===== src/rtl/rtc_host_pkg.sv =====
package rtc_host_pkg;
  localparam int IDX_W  = 7;
  localparam int DATA_W = 8;

  localparam logic [IDX_W-1:0] IDX_RATE  = 7'h0A;
  localparam logic [IDX_W-1:0] IDX_CTRL  = 7'h0B;
  localparam logic [IDX_W-1:0] IDX_FLAGS = 7'h0C;
  localparam logic [IDX_W-1:0] IDX_STAT  = 7'h0D;

  // control register enable positions
  localparam int CB_SQW = 3;
  localparam int CB_UEN = 4;
  localparam int CB_AEN = 5;
  localparam int CB_PEN = 6;

  // flag register field positions
  localparam int FL_LSB = 4;
  localparam int FL_IRQ = 7;
  localparam int UIP_BIT = 7;

  localparam logic [DATA_W-1:0] STAT_VALUE = 8'h80;

  typedef struct packed {
    logic pf;
    logic af;
    logic uf;
  } flags_t;
endpackage


===== src/rtl/rtc_index_latch.sv =====
module rtc_index_latch
  import rtc_host_pkg::*;
(
  input  logic             clk,
  input  logic             rst_n,
  input  logic             load_i,
  input  logic [IDX_W-1:0] data_i,
  output logic [IDX_W-1:0] idx_o
);
  logic [IDX_W-1:0] idx_q, idx_d;

  always_comb begin
    idx_d = idx_q;
    if (load_i) idx_d = data_i;
  end

  always_ff @(posedge clk or negedge rst_n) begin
    if (!rst_n) idx_q <= '0;
    else        idx_q <= idx_d;
  end

  assign idx_o = idx_q;

  AST_IDX_LOAD: assert property (@(posedge clk) disable iff (!rst_n)
    load_i |=> idx_q == $past(data_i));
endmodule


===== src/rtl/rtc_ctrl_reg.sv =====
module rtc_ctrl_reg
  import rtc_host_pkg::*;
(
  input  logic              clk,
  input  logic              rst_n,
  input  logic              we_i,
  input  logic [DATA_W-1:0] data_i,
  output logic [DATA_W-1:0] ctrl_o
);
  logic [DATA_W-1:0] ctrl_q, ctrl_d;

  always_comb begin
    ctrl_d = ctrl_q;
    if (we_i) ctrl_d = data_i;
  end

  always_ff @(posedge clk or negedge rst_n) begin
    if (!rst_n) ctrl_q <= '0;
    else        ctrl_q <= ctrl_d;
  end

  assign ctrl_o = ctrl_q;

  AST_CTRL_LOAD: assert property (@(posedge clk) disable iff (!rst_n)
    we_i |=> ctrl_q == $past(data_i));
  AST_CTRL_HOLD: assert property (@(posedge clk) disable iff (!rst_n)
    !we_i |=> $stable(ctrl_q));
endmodule


===== src/rtl/rtc_flag_reg.sv =====
module rtc_flag_reg
  import rtc_host_pkg::*;
(
  input  logic   clk,
  input  logic   rst_n,
  input  logic   evt_update_i,
  input  logic   evt_alarm_i,
  input  logic   evt_periodic_i,
  input  logic   clr_i,
  input  logic   en_update_i,
  input  logic   en_alarm_i,
  input  logic   en_periodic_i,
  output flags_t flags_o,
  output logic   irqf_o
);
  flags_t flags_q, flags_d, set_vec, keep_vec;

  always_comb begin
    set_vec  = '{pf: evt_periodic_i, af: evt_alarm_i, uf: evt_update_i};
    keep_vec = clr_i ? '0 : flags_q;
    flags_d  = keep_vec | set_vec;
  end

  always_ff @(posedge clk or negedge rst_n) begin
    if (!rst_n) flags_q <= '0;
    else        flags_q <= flags_d;
  end

  assign flags_o = flags_q;
  assign irqf_o  = (flags_q.uf & en_update_i) | (flags_q.af & en_alarm_i) |
                   (flags_q.pf & en_periodic_i);

  AST_UF_SET: assert property (@(posedge clk) disable iff (!rst_n)
    evt_update_i |=> flags_q.uf);
  AST_AF_SET: assert property (@(posedge clk) disable iff (!rst_n)
    evt_alarm_i |=> flags_q.af);
  AST_CLR_EMPTY: assert property (@(posedge clk) disable iff (!rst_n)
    clr_i && !evt_update_i && !evt_alarm_i && !evt_periodic_i |=> flags_q == '0);
  AST_CLR_KEEP: assert property (@(posedge clk) disable iff (!rst_n)
    clr_i && evt_periodic_i |=> flags_q.pf);
  AST_NO_FLAG_NO_IRQ: assert property (@(posedge clk) disable iff (!rst_n)
    flags_q == '0 |-> !irqf_o);
endmodule


===== src/rtl/rtc_host_port.sv =====
module rtc_host_port
  import rtc_host_pkg::*;
(
  input  logic              clk,
  input  logic              rst_n,
  input  logic              bus_addr,
  input  logic              bus_wr,
  input  logic              bus_rd,
  input  logic [DATA_W-1:0] bus_wdata,
  output logic [DATA_W-1:0] bus_rdata,
  output logic [IDX_W-1:0]  ext_idx_o,
  output logic              ext_wr_o,
  output logic [DATA_W-1:0] ext_wdata_o,
  input  logic [DATA_W-1:0] ext_rdata_i,
  input  logic              uip_i,
  input  logic              evt_update_i,
  input  logic              evt_alarm_i,
  input  logic              evt_periodic_i,
  output logic [DATA_W-1:0] ctrl_b_o,
  output logic              irq_o
);
  logic [IDX_W-1:0]  idx;
  logic [DATA_W-1:0] ctrl;
  flags_t            flags;
  logic              irqf;
  logic              hit_rate, hit_ctrl, hit_flags, hit_stat, local_idx;
  logic              data_wr, data_rd;
  logic [DATA_W-1:0] rd_d, rdata_q;

  assign hit_rate  = (idx == IDX_RATE);
  assign hit_ctrl  = (idx == IDX_CTRL);
  assign hit_flags = (idx == IDX_FLAGS);
  assign hit_stat  = (idx == IDX_STAT);
  assign local_idx = hit_ctrl | hit_flags | hit_stat;
  assign data_wr   = bus_wr & bus_addr;
  assign data_rd   = bus_rd & bus_addr;

  rtc_index_latch u_idx (
    .clk(clk), .rst_n(rst_n),
    .load_i(bus_wr & ~bus_addr),
    .data_i(bus_wdata[IDX_W-1:0]),
    .idx_o(idx)
  );

  rtc_ctrl_reg u_ctrl (
    .clk(clk), .rst_n(rst_n),
    .we_i(data_wr & hit_ctrl),
    .data_i(bus_wdata),
    .ctrl_o(ctrl)
  );

  rtc_flag_reg u_flags (
    .clk(clk), .rst_n(rst_n),
    .evt_update_i(evt_update_i),
    .evt_alarm_i(evt_alarm_i),
    .evt_periodic_i(evt_periodic_i),
    .clr_i(data_rd & hit_flags),
    .en_update_i(ctrl[CB_UEN]),
    .en_alarm_i(ctrl[CB_AEN]),
    .en_periodic_i(ctrl[CB_PEN]),
    .flags_o(flags),
    .irqf_o(irqf)
  );

  // pass-through write path, update-in-progress bit masked for the rate register
  always_comb begin
    ext_wdata_o = bus_wdata;
    if (hit_rate) ext_wdata_o[UIP_BIT] = 1'b0;
  end
  assign ext_wr_o  = data_wr & ~local_idx;
  assign ext_idx_o = idx;

  // read mux
  always_comb begin
    rd_d = '0;
    if (bus_addr) begin
      if (hit_ctrl) begin
        rd_d = ctrl;
      end else if (hit_flags) begin
        rd_d = '0;
        rd_d[FL_LSB +: 3] = flags;
        rd_d[FL_IRQ] = irqf;
      end else if (hit_stat) begin
        rd_d = STAT_VALUE;
      end else begin
        rd_d = ext_rdata_i;
        if (hit_rate) rd_d[UIP_BIT] = uip_i;
      end
    end
  end

  always_ff @(posedge clk or negedge rst_n) begin
    if (!rst_n)      rdata_q <= '0;
    else if (bus_rd) rdata_q <= rd_d;
  end

  assign bus_rdata = rdata_q;
  assign ctrl_b_o  = ctrl;
  assign irq_o     = irqf;

  AST_LOCAL_NO_EXT_WR: assert property (@(posedge clk) disable iff (!rst_n)
    data_wr && (hit_flags || hit_stat) |-> !ext_wr_o);
  AST_RATE_UIP_MASK: assert property (@(posedge clk) disable iff (!rst_n)
    ext_wr_o && hit_rate |-> !ext_wdata_o[UIP_BIT]);
  AST_IDX0_READ_ZERO: assert property (@(posedge clk) disable iff (!rst_n)
    bus_rd && !bus_addr |=> bus_rdata == '0);
  AST_STAT_CONST: assert property (@(posedge clk) disable iff (!rst_n)
    bus_rd && bus_addr && hit_stat |=> bus_rdata == 8'h80);
endmodule


===== config.mk =====
export PLATFORM = sky130hd
export DESIGN_NAME = rtc_host_port
export DESIGN_NICKNAME = d
export VERILOG_FILES = /design/src/rtl/rtc_host_pkg.sv /design/src/rtl/rtc_index_latch.sv /design/src/rtl/rtc_ctrl_reg.sv /design/src/rtl/rtc_flag_reg.sv /design/src/rtl/rtc_host_port.sv
export SDC_FILE = /design/constraint.sdc
export NUM_CORES = 1
export LEC_CHECK = 0
export ABC_AREA = 0
export BUFFER_PORTS_ARGS = -buffer_cell sky130_fd_sc_hd__buf_2
export CORE_ASPECT_RATIO = 0.75
export CORE_UTILIZATION = 41
export CTS_CLUSTER_DIAMETER = 30
export DETAILED_ROUTE_END_ITERATION = 8
export GPL_TIMING_DRIVEN = 1
export PLACE_DENSITY_LB_ADDON = 0.25
export RECOVER_POWER = 25
export SYNTH_ARGS = -nofsm -noshare
export SYNTH_HDL_FRONTEND = slang
export SYNTH_SLANG_ARGS = --single-unit

===== constraint.sdc =====
create_clock -name clk -period 2 [get_ports clk]
set_clock_uncertainty 0.05 [all_clocks]
set_input_delay 0.1 -clock clk [delete_from_list [all_inputs] [get_ports clk]]
set_output_delay 0.1 -clock clk [all_outputs]
set_load 0.05 [all_outputs]

# == Yosys cells after proc, flatten, opt, wreduce, memory -nomap -nowiden ==
# Index checks and enable logic that the tools add are counted.
# Widths: inputs -> output; s select.
# totals
out_inout_bits,33
input_bits,25
register_bits,26
elab_cells,33
# classes
mux,7
eq_ne,4
bitwise,16
# op_table
cell,n
$mux 8,4
$eq 7x4->1 const B,4
$and 1x1->1,9
$or 1x1->1,4
$mux 3,1
$or 3x3->3,1
$mux 1,2
$not 1->1,2

# == Depth between registers and ports, before layout ==
# logic_depth
depth_word,6
depth_mapped,5

# == Modules after synthesis ==
# A second synthesis with hierarchy kept.
# hier_totals
hier_cells,119
hier_area_um2,1376.3
# modules_own_cells
mod,area_each_um2,cells_per_inst,n_inst
rtc_host_port,638.1,78,1
rtc_ctrl_reg,331.6,17,1
rtc_index_latch,291.5,15,1
rtc_flag_reg,115.1,9,1

# == Worst setup path after synthesis ==
# Ideal clock, no wire load.
# synth_timing
path_type,reg-to-reg
start,"register u_idx.idx_q[6], in the netlist u_idx.idx_o[6]"
end,"register u_ctrl.ctrl_q[0], in the netlist u_ctrl.ctrl_o[0]"
setup_slack_ns,-0.151
setup_ns,0.125
arrival_time_ns,1.976
synth_period_minus_slack_ns,2.151
stages_incl_launch_ff,5
required_ns,1.825
path_cell_list,dfrtp_1 or4b_1 buf_6 nor3_4 mux2_2
# synth_via
elab_chain_cells,2
# synth_lines
element,line,text
start: declaration,rtc_index_latch.sv:10,"logic [IDX_W-1:0] idx_q, idx_d;"
start signal: assignment,rtc_index_latch.sv:19,else idx_q <= idx_d;
$eq 7x4->1,rtc_host_port.sv:31,assign hit_ctrl = (idx == IDX_CTRL);
$and 1x1->1,rtc_host_port.sv:47,".we_i(data_wr & hit_ctrl),"
end signal: assignment,rtc_ctrl_reg.sv:19,else ctrl_q <= ctrl_d;
end: declaration,rtc_ctrl_reg.sv:10,"logic [DATA_W-1:0] ctrl_q, ctrl_d;"
# Every way passes these cells.
# A chain may end at the register's enable or synchronous reset.

# == Worst setup path in the final report ==
# layout_timing
start,"register u_idx.idx_q[4], in the netlist u_idx.idx_o[4]"
end,output ext_wdata_o[7]
# layout_via
elab_chain_cells,2
# layout_lines
element,line,text
$eq 7x4->1,rtc_host_port.sv:30,assign hit_rate = (idx == IDX_RATE);
$mux 1,rtc_host_port.sv:68,if (hit_rate) ext_wdata_o[UIP_BIT] = 1'b0;
end: declaration,rtc_host_port.sv:13,"output logic [DATA_W-1:0] ext_wdata_o,"
# Every way passes these cells.

==> reports/results.md <==
| Parameter | Value |
|:---|:---|
| Result of the run | finished clean |
| Worst-margin pin slew | 1.39 ns |
| Overall die area | 3300 sq um |
| Crit share post-route | 97.1% |
| Die Height | 50.0 um |
| Main area contributors after synthesis | sky130_fd_sc_hd__dfrtp_1, sky130_fd_sc_hd__mux2_2, sky130_fd_sc_hd__buf_4, sky130_fd_sc_hd__a221o_1, sky130_fd_sc_hd__nor2b_1 |
| Antenna cell count | 0 |
| Class of the tightest hold or removal check | primary input to flip-flop |
| Worst setup timing slack at the placement stage | 0.0762 ns |
| Cells after Synth | 107 |
| Number of register bits inferred by synthesis | 26 |
| Number of DRC markers in iteration 0 | 80 |
| Power per cell area | 901 nW/um^2 |
| Highest-count cells in the layout ignoring fill and taps | sky130_fd_sc_hd__buf_2, sky130_fd_sc_hd__dfrtp_1, sky130_fd_sc_hd__mux2_2 |
| Count of boundary I/O pins | 58 |
| Number of setup buffers added after CTS | 0 |
| Clock sink count | 26 |
| F_max | 515 MHz |
| Combinational cell fraction of total power | 35.9% |
| Detailed Route WL | 2940 um |
| Top cell type's share of synthesized area | 51.6% |
| Synth Net Count | 132 |
| Highest ir drop seen on vdd | 583 uV |
| Leading cell type in the layout, fill and taps excluded | sky130_fd_sc_hd__buf_2 |
| Global routing usage summed across all routing layers | 20.2% |
| Internal cell power | 0.879 mW |
| Startpoint class of the critical path | flip-flop |
| Endpoint type of the worst setup path | output pin |
| Maximum number of pins on one net before global-route repair | 27 |
| Distinct cell type count of the synthesized netlist | 27 |
| Part of the power in the clock network | 20.8% |
| Antenna-violating nets left | 0 |
| Placer Congestion | 0.779 |
| First-pass DRT Iterations | 4 |
| Yosys top cell by area | sky130_fd_sc_hd__dfrtp_1 |
| Overall die width | 66.0 um |
| Number of rows in the core area | 17 |
| Post-route minimum period | 1.94 ns |
| Leakage | 0.794 nW |
| Sequential power share | 43.3% |
| Pins Over Slew Limit | 0 |
| Synthesized cell area | 1260 sq um |
| Clk Latency, worst-skew pair | 0.27 ns |
| Final Non-Filler Cells | 202 |
| Number of buffers created by CTS | 3 |
| Mapped Avg Cell Area | 11.8 sq um |
| Worst-path maximum fanout | 4 |
| Root buf cell | sky130_fd_sc_hd__clkbuf_8 |
| Via count of the routed design | 1051 |
| WP data required | 1.85 ns |
| Initial core utilization | 43.0% |
| Critical path class | flip-flop to output pin |
| Final Hold Vio Count | 0 |
| Unrepaired setup endpoints after global routing | false |
| Clock H-tree levels | 1 |
| Crit path arrival time | 1.79 ns |
| CTS tree | done |
| Setup WS post-layout | 0.0573 ns |
| Area overhead of the layout relative to synthesis | 29.1% |
| # setup viols final | 0 |
| Area of the core region | 2940 sq um |
| Average detailed-routed wire length per instance | 14.5 um |
| Sequential element share of the synthesized area | 51.6% |
| DP HPWL | 2230 um |
| Max Cap Violations | 0 |
| Number of nets in the layout | 190 |
| Vias in the first global route | 1046 |
| Avg Vias per Cell | 5.20 |
| Port bufs | 57 |
| Switching Fraction | 40.1% |
| Placed cell count | 194 |
| Power dissipated by switching net loads | 0.588 mW |
| Antenna violations before repair | 0 |
| Maximum buffer depth of the clock tree | 2 |
| Number of warnings reported in the yosys synthesis log | 0 |
| Clock transition at the registers of the reported paths | 0.09 ns |
| Worst relative slew slack | 7.18% |
| Congestion Overflow GR | 0 |
| Drc violations | 0 |
| Share of post-route cells with drive strength above 1 | 48.8% |
| Final core occ | 55.5% |
| Final sum of negative setup slack | 0 ns |
| First-pass GRT wire length | 4930 um |
## metal layers
layer	wire (um)	global-route usage, %	up-vias
li1	-	-	490
met1	1370	27.5	515
met2	1340	31.6	44
met3	216	5.79	2
met4	17	4.61	0
met5	0	0	-
## area by class of cell
| type | count | area, sq um |
|---|---|---|
| Fill cell | 283 | 1310 |
| Sequential cell | 26 | 656 |
| Multi-Input combinational cell | 64 | 505 |
| Timing Repair Buffer | 66 | 359 |
| Tap cell | 38 | 47.5 |
| Clock buffer | 4 | 45.0 |
| Inverter | 4 | 15.0 |
## path summary, 6_finish.rpt
kind | start | endpoint | slack, ns | cells after the start
min | ext_rdata_i[4] | bus_rdata[4] | 0.004 | 2
max in group asynchronous | rst_n | u_idx.idx_o[5] | 0.36 | 2
min reg2reg | u_flags.flags_o[2] | u_flags.flags_o[2] | 0.48 | 1
max | u_idx.idx_o[4] | ext_wdata_o[7] | 0.06 | 3
max reg2reg | u_idx.idx_o[4] | u_flags.flags_o[0] | 0.14 | 5
min in group asynchronous | rst_n | bus_rdata[7] | 0.63 | 2
## cell usage after synthesis
| cell | instances |
|---|---|
| sky130_fd_sc_hd__buf_4 | 10 |
| sky130_fd_sc_hd__nand2b_1 | 2 |
| sky130_fd_sc_hd__nor2_1 | 6 |
| sky130_fd_sc_hd__clkbuf_1 | 2 |
| sky130_fd_sc_hd__o22ai_1 | 1 |
| sky130_fd_sc_hd__inv_1 | 4 |
| sky130_fd_sc_hd__dfrtp_1 | 26 |
| sky130_fd_sc_hd__nor3b_1 | 1 |
| sky130_fd_sc_hd__a21o_1 | 3 |
| sky130_fd_sc_hd__nor3_1 | 2 |
| sky130_fd_sc_hd__a22o_1 | 2 |
| sky130_fd_sc_hd__mux2_2 | 15 |
| sky130_fd_sc_hd__nand2_1 | 6 |
| sky130_fd_sc_hd__nor2b_1 | 7 |
| sky130_fd_sc_hd__buf_6 | 1 |
| sky130_fd_sc_hd__nor3_4 | 1 |
| sky130_fd_sc_hd__o32ai_1 | 1 |
| sky130_fd_sc_hd__o21a_1 | 1 |
| sky130_fd_sc_hd__a21oi_1 | 2 |
| sky130_fd_sc_hd__nand3b_1 | 1 |
| sky130_fd_sc_hd__a221o_1 | 6 |
| sky130_fd_sc_hd__o21ai_0 | 2 |
| sky130_fd_sc_hd__a222oi_1 | 1 |
| sky130_fd_sc_hd__o31a_2 | 1 |
| sky130_fd_sc_hd__a21oi_2 | 1 |
| sky130_fd_sc_hd__or4b_1 | 1 |
| sky130_fd_sc_hd__a2bb2oi_1 | 1 |
## power groups by stage
| stage | combinational [mW] | sequential, mW | clock [mW] |
|---|---|---|---|
| global placement | 0.517 | 0.641 | 0 |
| CTS | 0.530 | 0.635 | 0.310 |
| floorplan | 0.237 | 0.808 | 0 |
| detailed placement | 0.522 | 0.645 | 0 |
| global route | 0.556 | 0.645 | 0.337 |
| finish | 0.527 | 0.635 | 0.305 |
## worst max-delay path: stages (launching register included)
cell,delay (ns)
sky130_fd_sc_hd__dfrtp_2,0.42
sky130_fd_sc_hd__or4b_4,0.59
sky130_fd_sc_hd__o31a_2,0.36
sky130_fd_sc_hd__buf_6,0.16
## cells by family (layout without fill, tap and decap cells)
logic type | Yosys count | after routing | synth area share, %
flip-flops | 26 | 26 | 51.6
AND/OR/NAND/NOR | 27 | 27 | 12.1
buffers and inverters | 17 | 74 | 8.63
AO/OA/AOI/OAI | 22 | 22 | 14.3
multiplexers | 15 | 15 | 13.4
## timing repair
item                                    CTS  global route
pin swaps                                 0             1
hold buffers                              4             0
hold endpoints to repair                 29             0
endpoints found under the setup margin    1             1
gates resized for setup                   1             3
## registers in the layout (all words and copies together), names as in the netlist
register         count
u_flags.flags_o      3
u_idx.idx_o          7
u_ctrl.ctrl_o        8
bus_rdata            8
## stage by stage
step | power, mW | area, sq um | hold slack [ns]
3_3_place_gp | 1.16 | 1540 | 0.0769
3_5_place_dp | 1.17 | 1540 | 0.0858
6_report | 1.47 | 1630 | 0.00357
4_1_cts | 1.48 | 1630 | 0.00444
5_1_grt | 1.54 | 1630 | 0.0107
2_1_floorplan | 1.04 | 1270 | -0.246
Power figures use the tool's default switching activity.
